===== src/rtl/fault_capture_pkg.sv =====
package fault_capture_pkg;
  localparam int WORD_W = 16;

  // MSB-first fault numbering: fault bit n lives at vector index WORD_W-1-n
  localparam int IDX_PROT_OWN   = WORD_W - 1 - 0;
  localparam int IDX_PROT_OTHER = WORD_W - 1 - 1;
  localparam int IDX_PARITY     = WORD_W - 1 - 2;
  localparam int IDX_ADDR_MEM   = WORD_W - 1 - 5;
  localparam int IDX_SYS0       = WORD_W - 1 - 7;
  localparam int IDX_ADDR_IO    = WORD_W - 1 - 8;
  localparam int IDX_SYS1_A     = WORD_W - 1 - 13;
  localparam int IDX_SYS1_B     = WORD_W - 1 - 15;

  localparam int NUM_ASYNC = 2;

  typedef struct packed {
    logic protOwn;
    logic protOther;
    logic parity;
    logic addrMem;
    logic addrIo;
    logic sys0;
    logic sys1;
    logic clear;
  } faultStrobes_t;
endpackage


===== src/rtl/fault_sync_edge.sv =====
module fault_sync_edge #(
  parameter int WIDTH  = 2,
  parameter int STAGES = 2
) (
  input  logic             clk,
  input  logic             rstN,
  input  logic [WIDTH-1:0] asyncIn,
  output logic [WIDTH-1:0] risePulse
);
  localparam int CHAIN = STAGES + 1;

  logic [CHAIN-1:0][WIDTH-1:0] chain;

  always_ff @(posedge clk or negedge rstN) begin
    if (!rstN) chain[0] <= '0;
    else       chain[0] <= asyncIn;
  end

  for (genvar s = 1; s < CHAIN; s++) begin : g_stage
    always_ff @(posedge clk or negedge rstN) begin
      if (!rstN) chain[s] <= '0;
      else       chain[s] <= chain[s-1];
    end
  end

  assign risePulse = chain[STAGES-1] & ~chain[STAGES];
endmodule


===== src/rtl/fault_ctrl.sv =====
module fault_ctrl
  import fault_capture_pkg::*;
#(
  parameter int SYNC_STAGES = 2
) (
  input  logic          clk,
  input  logic          rstN,
  input  logic          busBusyN,
  input  logic          ownCycle,
  input  logic          memCycle,
  input  logic          protErrN,
  input  logic          parErrN,
  input  logic          addrErrN,
  input  logic          sysFault0,
  input  logic          sysFault1,
  input  logic          clrValid,
  output faultStrobes_t strobes
);
  logic                 busPrevN;
  logic                 busEnd;
  logic [NUM_ASYNC-1:0] sysRise;

  always_ff @(posedge clk or negedge rstN) begin
    if (!rstN) busPrevN <= 1'b1;
    else       busPrevN <= busBusyN;
  end

  assign busEnd = busBusyN & ~busPrevN;

  fault_sync_edge #(.WIDTH(NUM_ASYNC), .STAGES(SYNC_STAGES)) uSync (
    .clk      (clk),
    .rstN     (rstN),
    .asyncIn  ({sysFault1, sysFault0}),
    .risePulse(sysRise)
  );

  always_comb begin
    strobes           = '0;
    strobes.protOwn   = busEnd & ~protErrN & ownCycle;
    strobes.protOther = busEnd & ~protErrN & ~ownCycle;
    strobes.parity    = busEnd & ~parErrN;
    strobes.addrMem   = busEnd & ~addrErrN & memCycle;
    strobes.addrIo    = busEnd & ~addrErrN & ~memCycle;
    strobes.sys0      = sysRise[0];
    strobes.sys1      = sysRise[1];
    strobes.clear     = clrValid;
  end
endmodule


===== src/rtl/fault_datapath.sv =====
module fault_datapath
  import fault_capture_pkg::*;
(
  input  logic              clk,
  input  logic              rstN,
  input  faultStrobes_t     strobes,
  input  logic [WORD_W-1:0] clrMask,
  output logic [WORD_W-1:0] faultWord,
  output logic              faultAny
);
  logic [WORD_W-1:0] setVec;
  logic [WORD_W-1:0] keepVec;
  logic [WORD_W-1:0] nextWord;

  always_comb begin
    setVec                 = '0;
    setVec[IDX_PROT_OWN]   = strobes.protOwn;
    setVec[IDX_PROT_OTHER] = strobes.protOther;
    setVec[IDX_PARITY]     = strobes.parity;
    setVec[IDX_ADDR_MEM]   = strobes.addrMem;
    setVec[IDX_ADDR_IO]    = strobes.addrIo;
    setVec[IDX_SYS0]       = strobes.sys0;
    setVec[IDX_SYS1_A]     = strobes.sys1;
    setVec[IDX_SYS1_B]     = strobes.sys1;
  end

  assign keepVec  = strobes.clear ? ~clrMask : '1;
  assign nextWord = (faultWord & keepVec) | setVec;

  always_ff @(posedge clk or negedge rstN) begin
    if (!rstN) begin
      faultWord <= '0;
      faultAny  <= 1'b0;
    end else begin
      faultWord <= nextWord;
      faultAny  <= |nextWord;
    end
  end
endmodule


===== src/rtl/fault_capture.sv =====
module fault_capture
  import fault_capture_pkg::*;
#(
  parameter int SYNC_STAGES = 2
) (
  input  logic              clk,
  input  logic              rstN,
  input  logic              busBusyN,
  input  logic              ownCycle,
  input  logic              memCycle,
  input  logic              protErrN,
  input  logic              parErrN,
  input  logic              addrErrN,
  input  logic              sysFault0,
  input  logic              sysFault1,
  input  logic              clrValid,
  input  logic [WORD_W-1:0] clrMask,
  output logic [WORD_W-1:0] faultWord,
  output logic              faultAny
);
  faultStrobes_t strobes;

  fault_ctrl #(.SYNC_STAGES(SYNC_STAGES)) uCtrl (
    .clk      (clk),
    .rstN     (rstN),
    .busBusyN (busBusyN),
    .ownCycle (ownCycle),
    .memCycle (memCycle),
    .protErrN (protErrN),
    .parErrN  (parErrN),
    .addrErrN (addrErrN),
    .sysFault0(sysFault0),
    .sysFault1(sysFault1),
    .clrValid (clrValid),
    .strobes  (strobes)
  );

  fault_datapath uData (
    .clk      (clk),
    .rstN     (rstN),
    .strobes  (strobes),
    .clrMask  (clrMask),
    .faultWord(faultWord),
    .faultAny (faultAny)
  );
endmodule


===== config.mk =====
export PLATFORM = sky130hd
export DESIGN_NAME = fault_capture
export DESIGN_NICKNAME = d
export VERILOG_FILES = /design/src/rtl/fault_capture_pkg.sv /design/src/rtl/fault_sync_edge.sv /design/src/rtl/fault_ctrl.sv /design/src/rtl/fault_datapath.sv /design/src/rtl/fault_capture.sv
export SDC_FILE = /design/constraint.sdc
export NUM_CORES = 1
export LEC_CHECK = 0
export ABC_AREA = 1
export BUFFER_PORTS_ARGS = -buffer_cell sky130_fd_sc_hd__buf_2
export CORE_MARGIN = 2
export CORE_UTILIZATION = 25
export CTS_BUF_LIST = sky130_fd_sc_hd__clkbuf_4
export DETAILED_ROUTE_END_ITERATION = 8
export PLACE_DENSITY = 0.52
export SLEW_MARGIN = 10
export SYNTH_ARGS = -nofsm -noshare
export SYNTH_HDL_FRONTEND = slang
export SYNTH_SLANG_ARGS = --single-unit
export TNS_END_PERCENT = 20

===== constraint.sdc =====
create_clock -name clk -period 3 [get_ports clk]
set_input_delay 0 -clock clk [delete_from_list [all_inputs] [get_ports clk]]
set_output_delay 0 -clock clk [all_outputs]
set_load 0.02 [all_outputs]

==> key figures, run 1 <==
Cells and area
  • Most common cell after layout, fill and taps aside: buf_2
  • Post-route cell area: between 1000 and 1500 µm²
  • Final non-filler cell total: 213
  • Area growth syn-to-layout: 45.8%
  • Nets@finish: approximately 190
  • Antenna diodes: 0
  • Commonest non-fill, non-tap cells in the layout: 43 x buf_2, 27 x nand2_1, 23 x dfrtp_1, 19 x inv_1, 17 x dlygate4sd3_1
  • Proportion of layout cells with a drive suffix above 1: 0.333
  • Fillers: between 300 and 400

Run
  • Max cap viols: 0

STA
  • Setup Viol. Count Final: 0
  • Final Cycle Share: 0.456
  • Max-slew violations: 0
  • Worst relative slew slack: 0.656
  • Count of final hold-check violations: 0
  • RSZ-0062 raised after global routing: no
  • F_max: roughly 0.73 GHz
  • Clock skew: between 15 and 20 ps
  • Worst-margin pin slew: just over 500 ps
  • Worst Slack Setup Final: about 1600 ps
  • Final setup TNS: 0 ps
  • Final min period: approximately 1400 ps

Run status
  • Outcome: complete, no violations

Placement
  • Port bufs: 43
  • Placed cells: 192
  • HPWL after DPL: around 1500 µm
  • Gpl congestion: 0.772
  • Placed cell areas: roughly 1200 µm²
  • Post-place setup slack: roughly 1900 ps

Logic synthesis
  • Post-synthesis cell type count: 13
  • Post-Syn Area per Cell: about 9.4 µm²
  • Synthesis warning total: 0
  • Sequential share of the synthesized area: 0.621
  • Syn nets: between 100 and 150
  • Mapped Area: about 970 µm²
  • Yosys reg bits: 24
  • Cells after Synth: around 100

Floorplan
  • Die Ht: approximately 66 µm
  • Core area: roughly 3700 µm²
  • Top Ports: 44
  • Initial core utilization: 0.263
  • Std cell rows: 22
  • Die W: around 66 µm
  • Die footprint: ~4400 µm²

GRT
  • Vias in the first global route: ~860
  • First-pass GRT wire length: 3390 µm
  • Total grt overflow: 0
  • Largest net degree at the start of global routing: 25
  • Antenna violations before repair: 0
  • GRT Util Overall: 0.103

Power
  • Net Sw Power: 0.160 mW
  • Static leakage: 0.863 nW
  • Total power: just over 0.6 mW
  • Sequential power share: 0.569
  • Switching Fraction: 0.261
  • Clock power share: 0.254
  • Int Pwr: between 0.4 and 0.5 mW
  • Power density cells: 433 nW/µm²
  • Comb power frac: 0.176
  • Worst vdd ir: approximately 0.0002 V

Setup path
  • R2R setup slack: about 1600 ps
  • Critical path class: flop to flop
  • Reg-to-Reg Start: uCtrl.busPrevN$_DFF_PN1_
  • Req. time, crit path: about 3200 ps
  • Worst Setup SP: uCtrl.busPrevN$_DFF_PN1_
  • Worst setup SP type: flop
  • Worst EP arrival: around 1600 ps
  • Setup crit end kind: flop
  • Worst R2R Path Depth: 4
  • Crit-path max FO: 3
  • Critical Path Sink: uData.faultWord[13]$_DFF_PN0_
  • Critical R2R Capture: uData.faultWord[13]$_DFF_PN0_

CTS
  • Setup bufs post-CTS: 0
  • Clk slew on worst S/H paths: between 100 and 150 ps
  • Post_cts resized: 0
  • Total clock sinks: 24
  • CTS Buffer Depth: 2
  • H-tree depth: 1
  • Root buffer cell: clkbuf_4
  • CTS tree: done
  • Hold_buf cts: 17
  • Worst-skew pair later-pin latency: around 320 ps
  • Num CTS Buffers: 3

Routing
  • Initial DRC Count: 12
  • Final ANT Viol Nets: 0
  • Residual DRC: 0
  • Vias per cell: roughly 4
  • WL per Instance: 10.1 µm
  • Final WL: roughly 2200 µm
  • Via count: between 800 and 900
  • DR pass1 iterations: 4

Worst hold path
  • Hold Path Depth: 4
  • Hold Path Class: input port to flop
  • Hold path start: memCycle
-- layout make-up --
class	instances	area (µm²)	share of cell area
clock buffer	4	30.0	0.0212
inverter	19	71.3	0.0504
multi-input combinational	58	265	0.188
sequential	24	602	0.426
tap	48	60.1	0.0425
timing repair buffer	60	385	0.273
-- cell families after synthesis --
family	synth area share
and+or+nand+nor	0.222
AOI/OAI and AO/OA	0.0516
DFF	0.621
buffers and inverters	0.106
-- worst min path at each step --
stage	to	slack, ps
after floorplan	uCtrl.uSync.chain[0]$_DFF_PN0_	-300
after global placement	uCtrl.uSync.chain[0]$_DFF_PN0_	6
after detailed placement	uCtrl.uSync.chain[0]$_DFF_PN0_	20
after CTS	uData.faultWord[7]$_DFF_PN0_	20
after global routing	uData.faultWord[15]$_DFF_PN0_	50
final	uData.faultWord[7]$_DFF_PN0_	30
-- state kept, by name, summed over array words and instances (netlist names) --
name               cells
uCtrl.busPrevN         1
uData.faultAny         1
uData.faultWord       16
uCtrl.uSync.chain      6
-- routing by layer --
metal,GRT usage,wire length (µm),up-vias,share of wire
li1,-,-,426,-
met1,0.114,919,387,0.43
met2,0.185,1060,31,0.49
met3,0.0153,120,6,0.056
met4,0.0587,55,0,0.025
met5,0,0,-,0
-- through the flow --
| stage | util | hold slack [ps] |
|---|---|---|
| finish | 0.383 | 28.2 |
| floorplan | - | -296 |
| global placement | 0.329 | 6.27 |
| CTS | 0.383 | 15.4 |
| global route | 0.383 | 45.4 |
| detailed placement | 0.329 | 19.9 |
-- cells in the mapped netlist, drive strengths merged --
cell type	count	share of area
a21boi	5	0.039
buf	2	0.032
dfrtp	23	0.59
dfstp	1	0.027
inv	19	0.074
nand2	34	0.15
nand3	2	0.010
nand3b	1	0.0077
nor2	14	0.054
o21ai	1	0.0052
o21bai	1	0.0077
-- power groups by stage --
stage               logic (mW)  clock network (mW)  registers [mW]
floorplan               0.0356                   0           0.370
global placement        0.0898                   0           0.355
detailed placement      0.0916                   0           0.355
CTS                      0.110               0.167           0.349
global route             0.120               0.175           0.351
finish                   0.108               0.156           0.349
-- critical path, stage by stage (launching register included) --
cell and delay, ps:
dfstp_2 550, inv_1 60, nand3b_1 80, nand2_1 60, dlygate4sd3_1 550
Power figures use the tool's default switching activity.
==> run 2: changes to the inputs <==
Settings changed: PLACE_DENSITY 0.52 to 0.54.
Clock period 3 ns to 1.24 ns, I/O delays scaled along.
==> run 2 against run 1 <==
  * Flip-flop and latch count unchanged
  * Maximum frequency grew 18%
  * Global-route usage grew 0.63 points
  * Design area rose by 3.5%
  * Register-to-register slack worse by 1500 ps
  * First-iteration DRC count unchanged
  * Clock-buffer cell count down 1
  * Clock power increased to 3.6 times the previous value
  * Non-clock buffer count increased by 2
==> key figures, run 2 (same netlist as run 1, synthesis figures left out) <==
Placement
  • Gpl congestion: 0.694 (was 0.772)
  • HPWL after DPL: 1540 µm (was 1520 µm)
  • Placed cell areas: 1210 µm² (unchanged)
  • Placed cells: 192 (unchanged)
  • Port bufs: 43 (unchanged)

Power
  • Worst vdd ir: 0.000626 V (was 0.000205 V)
  • Power density cells: 1140 nW/µm² (was 433 nW/µm²)
  • Net Sw Power: 0.397 mW (was 0.160 mW)
  • Total power: 1.67 mW (was 0.613 mW)
  • Static leakage: 0.883 nW (was 0.863 nW)
  • Clock power share: 0.336 (was 0.254)
  • Switching Fraction: 0.237 (was 0.261)
  • Sequential power share: 0.504 (was 0.569)
  • Comb power frac: 0.159 (was 0.176)
  • Int Pwr: 1.28 mW (was 0.452 mW)

STA
  • Setup Viol. Count Final: 0 (unchanged)
  • F_max: 0.866 GHz (was 0.731 GHz)
  • Worst-margin pin slew: 535 ps (was 517 ps)
  • Max-slew violations: 0 (unchanged)
  • RSZ-0062 raised after global routing: yes (was no)
  • Worst relative slew slack: 0.643 (was 0.656)
  • Final Cycle Share: 0.931 (was 0.456)
  • Clock skew: 8.60 ps (was 18.0 ps)
  • Count of final hold-check violations: 0 (unchanged)
  • Final min period: 1150 ps (was 1370 ps)

CTS
  • CTS tree: done (unchanged)
  • CTS Buffer Depth: 2 (unchanged)
  • Clk slew on worst S/H paths: 140 ps (about the same)
  • Root buffer cell: clkbuf_4 (unchanged)
  • H-tree depth: 1 (unchanged)
  • Total clock sinks: 24 (unchanged)
  • Num CTS Buffers: 3 (unchanged)
  • Worst-skew pair later-pin latency: 310 ps (was 320 ps)

Run status
  • Outcome: complete, no violations (unchanged)

Floorplan
  • Top Ports: 44 (unchanged)
  • Die W: 66.3 µm (unchanged)
  • Std cell rows: 22 (unchanged)
  • Die Ht: 66.3 µm (unchanged)
  • Initial core utilization: 0.263 (unchanged)
  • Die footprint: 4390 µm² (unchanged)
  • Core area: 3690 µm² (unchanged)

Setup path
  • Req. time, crit path: 1450 ps (was 3220 ps)
  • Worst EP arrival: 1370 ps (was 1590 ps)
  • WP buf/inv: 1 (was 2)
  • CP cell instances: inv_2 > nand3b_1 > nand2_1 > nor2_1 > nand2_1 > nor2_1 > nand2_1 (was inv_1 > nand3b_1 > nand2_1 > dlygate4sd3_1)
  • Setup crit end kind: flop (unchanged)
  • Critical path class: flop to flop (unchanged)
  • Crit-path max FO: 3 (unchanged)
  • Delay-heaviest family, CP: flip-flops (was buffers and inverters)
  • Crit path max-delay cell type: dfstp_2 (unchanged)
  • Worst setup SP type: flop (unchanged)
  • Most frequent cell on the critical path: nand2_1
  • Largest stage delay, worst path: 550 ps (about the same)

Cells and area
  • Max reg flops: 16 (unchanged)
  • Most common cell after layout, fill and taps aside: buf_2 (unchanged)
  • Nets@finish: 195 (was 193)
  • Final non-filler cell total: 215 (was 213)
  • Biggest register: uData.faultWord (unchanged)
  • Antenna diodes: 0 (unchanged)
  • Final core occ: 0.397 (was 0.383)
  • Commonest non-fill, non-tap cells in the layout: 43 x buf_2, 27 x nand2_1, 23 x dfrtp_1, 18 x inv_1, 18 x dlygate4sd3_1 (was 43 x buf_2, 27 x nand2_1, 23 x dfrtp_1, 19 x inv_1, 17 x dlygate4sd3_1)
  • Top Registers: uData.faultWord x16, uCtrl.uSync.chain x6 (unchanged)
  • Post-route cell area: 1460 µm² (was 1410 µm²)
  • Proportion of layout cells with a drive suffix above 1: 0.353 (was 0.333)
  • Area growth syn-to-layout: 51.0% (was 45.8%)

GRT
  • First-pass GRT wire length: 3620 µm (was 3390 µm)
  • Vias in the first global route: 868 (was 859)
  • Total grt overflow: 0 (unchanged)
  • Largest net degree at the start of global routing: 25 (unchanged)
  • Antenna violations before repair: 0 (unchanged)
  • GRT Util Overall: 0.109 (was 0.103)

Routing
  • Final WL: 2130 µm (was 2160 µm)
  • Vias per cell: 3.83 (was 3.99)
  • Initial DRC Count: 12 (unchanged)
  • Residual DRC: 0 (unchanged)
  • DR pass1 iterations: 2 (was 4)
  • WL per Instance: 9.89 µm (was 10.1 µm)
  • Final ANT Viol Nets: 0 (unchanged)
  • Via count: 824 (was 850)

Run
  • Max cap viols: 0 (unchanged)

Worst hold path
  • Hold Path Class: input port to flop (unchanged)
## run 2: changes by cell type in the layout (fill, tap and decap cells not counted), sizes merged
cell,before,now
dlygate4sd3,17,18
bufinv,0,1
buf,43,44
clkbuf,4,3
## run 2: layer usage
| metal | track usage | vias to the layer above | wire, µm |
|---|---|---|---|
| li1 | - | 426 | - |
| met2 | 0.188 | 28 | 976 |
| met3 | 0.0153 | 2 | 115 |
| met4 | 0.0459 | 0 | 12 |
| met5 | 0 | - | 0 |
| met1 | 0.136 | 368 | 1020 |
## run 2: metrics by stage
step / hold WS (ps) / setup TNS (ps) / worst slack (ps)
2_1_floorplan: -296 / 0 / 187
3_3_place_gp: 12.0 / 0 / 120
3_5_place_dp: 22.2 / 0 / 96.1
4_1_cts: 15.9 / 0 / 69.0
5_1_grt: 28.4 / -16.9 / -16.9
6_report: 15.6 / 0 / 85.5
## run 2: final timing paths
kind,slack [ps],from,end,cells past startpoint
min in group asynchronous,180,rstN,uData.faultWord[6]$_DFF_PN0_,2
hold / removal,20,clrMask[7],uData.faultWord[7]$_DFF_PN0_,4
setup / recovery,90,uCtrl.busPrevN$_DFF_PN1_,uData.faultAny$_DFF_PN0_,7
hold reg to reg,360,uCtrl.uSync.chain[0]$_DFF_PN0_,uCtrl.uSync.chain[2]$_DFF_PN0_,0
max in group asynchronous,680,rstN,uCtrl.busPrevN$_DFF_PN1_,2
setup reg to reg,90,uCtrl.busPrevN$_DFF_PN1_,uData.faultAny$_DFF_PN0_,7
## run 2: cell type report
cell class,instances,area (µm²)
inverter,19,71.3
tap,48,60.1
timing repair buffer,62,403
multi-input combinational,58,275
sequential,24,602
clock inverter,1,30.0
fill,382,2220
clock buffer,3,22.5
## run 2: power by group through the flow
stage | logic, mW | clock network [mW] | registers, mW
2_1_floorplan | 0.0860 | 0 | 0.895
3_3_place_gp | 0.216 | 0 | 0.858
3_5_place_dp | 0.222 | 0 | 0.859
4_1_cts | 0.264 | 0.582 | 0.845
5_1_grt | 0.297 | 0.620 | 0.851
6_report | 0.267 | 0.563 | 0.844
## run 2: worst register-to-register path: cells and delay by family, from the launching register on
kind	cells	cell delay, ps
DFF	1	550
buffers and inverters	1	40
and+or+nand+nor	6	460
## run 2: repair_timing
action / in CTS / in global routing
setup buffers: 0 / 1
hold buffers: 18 / 0
endpoints found under the hold margin: 39 / 0
endpoints found under the setup margin: 0 / 1
resized for setup: 0 / 3
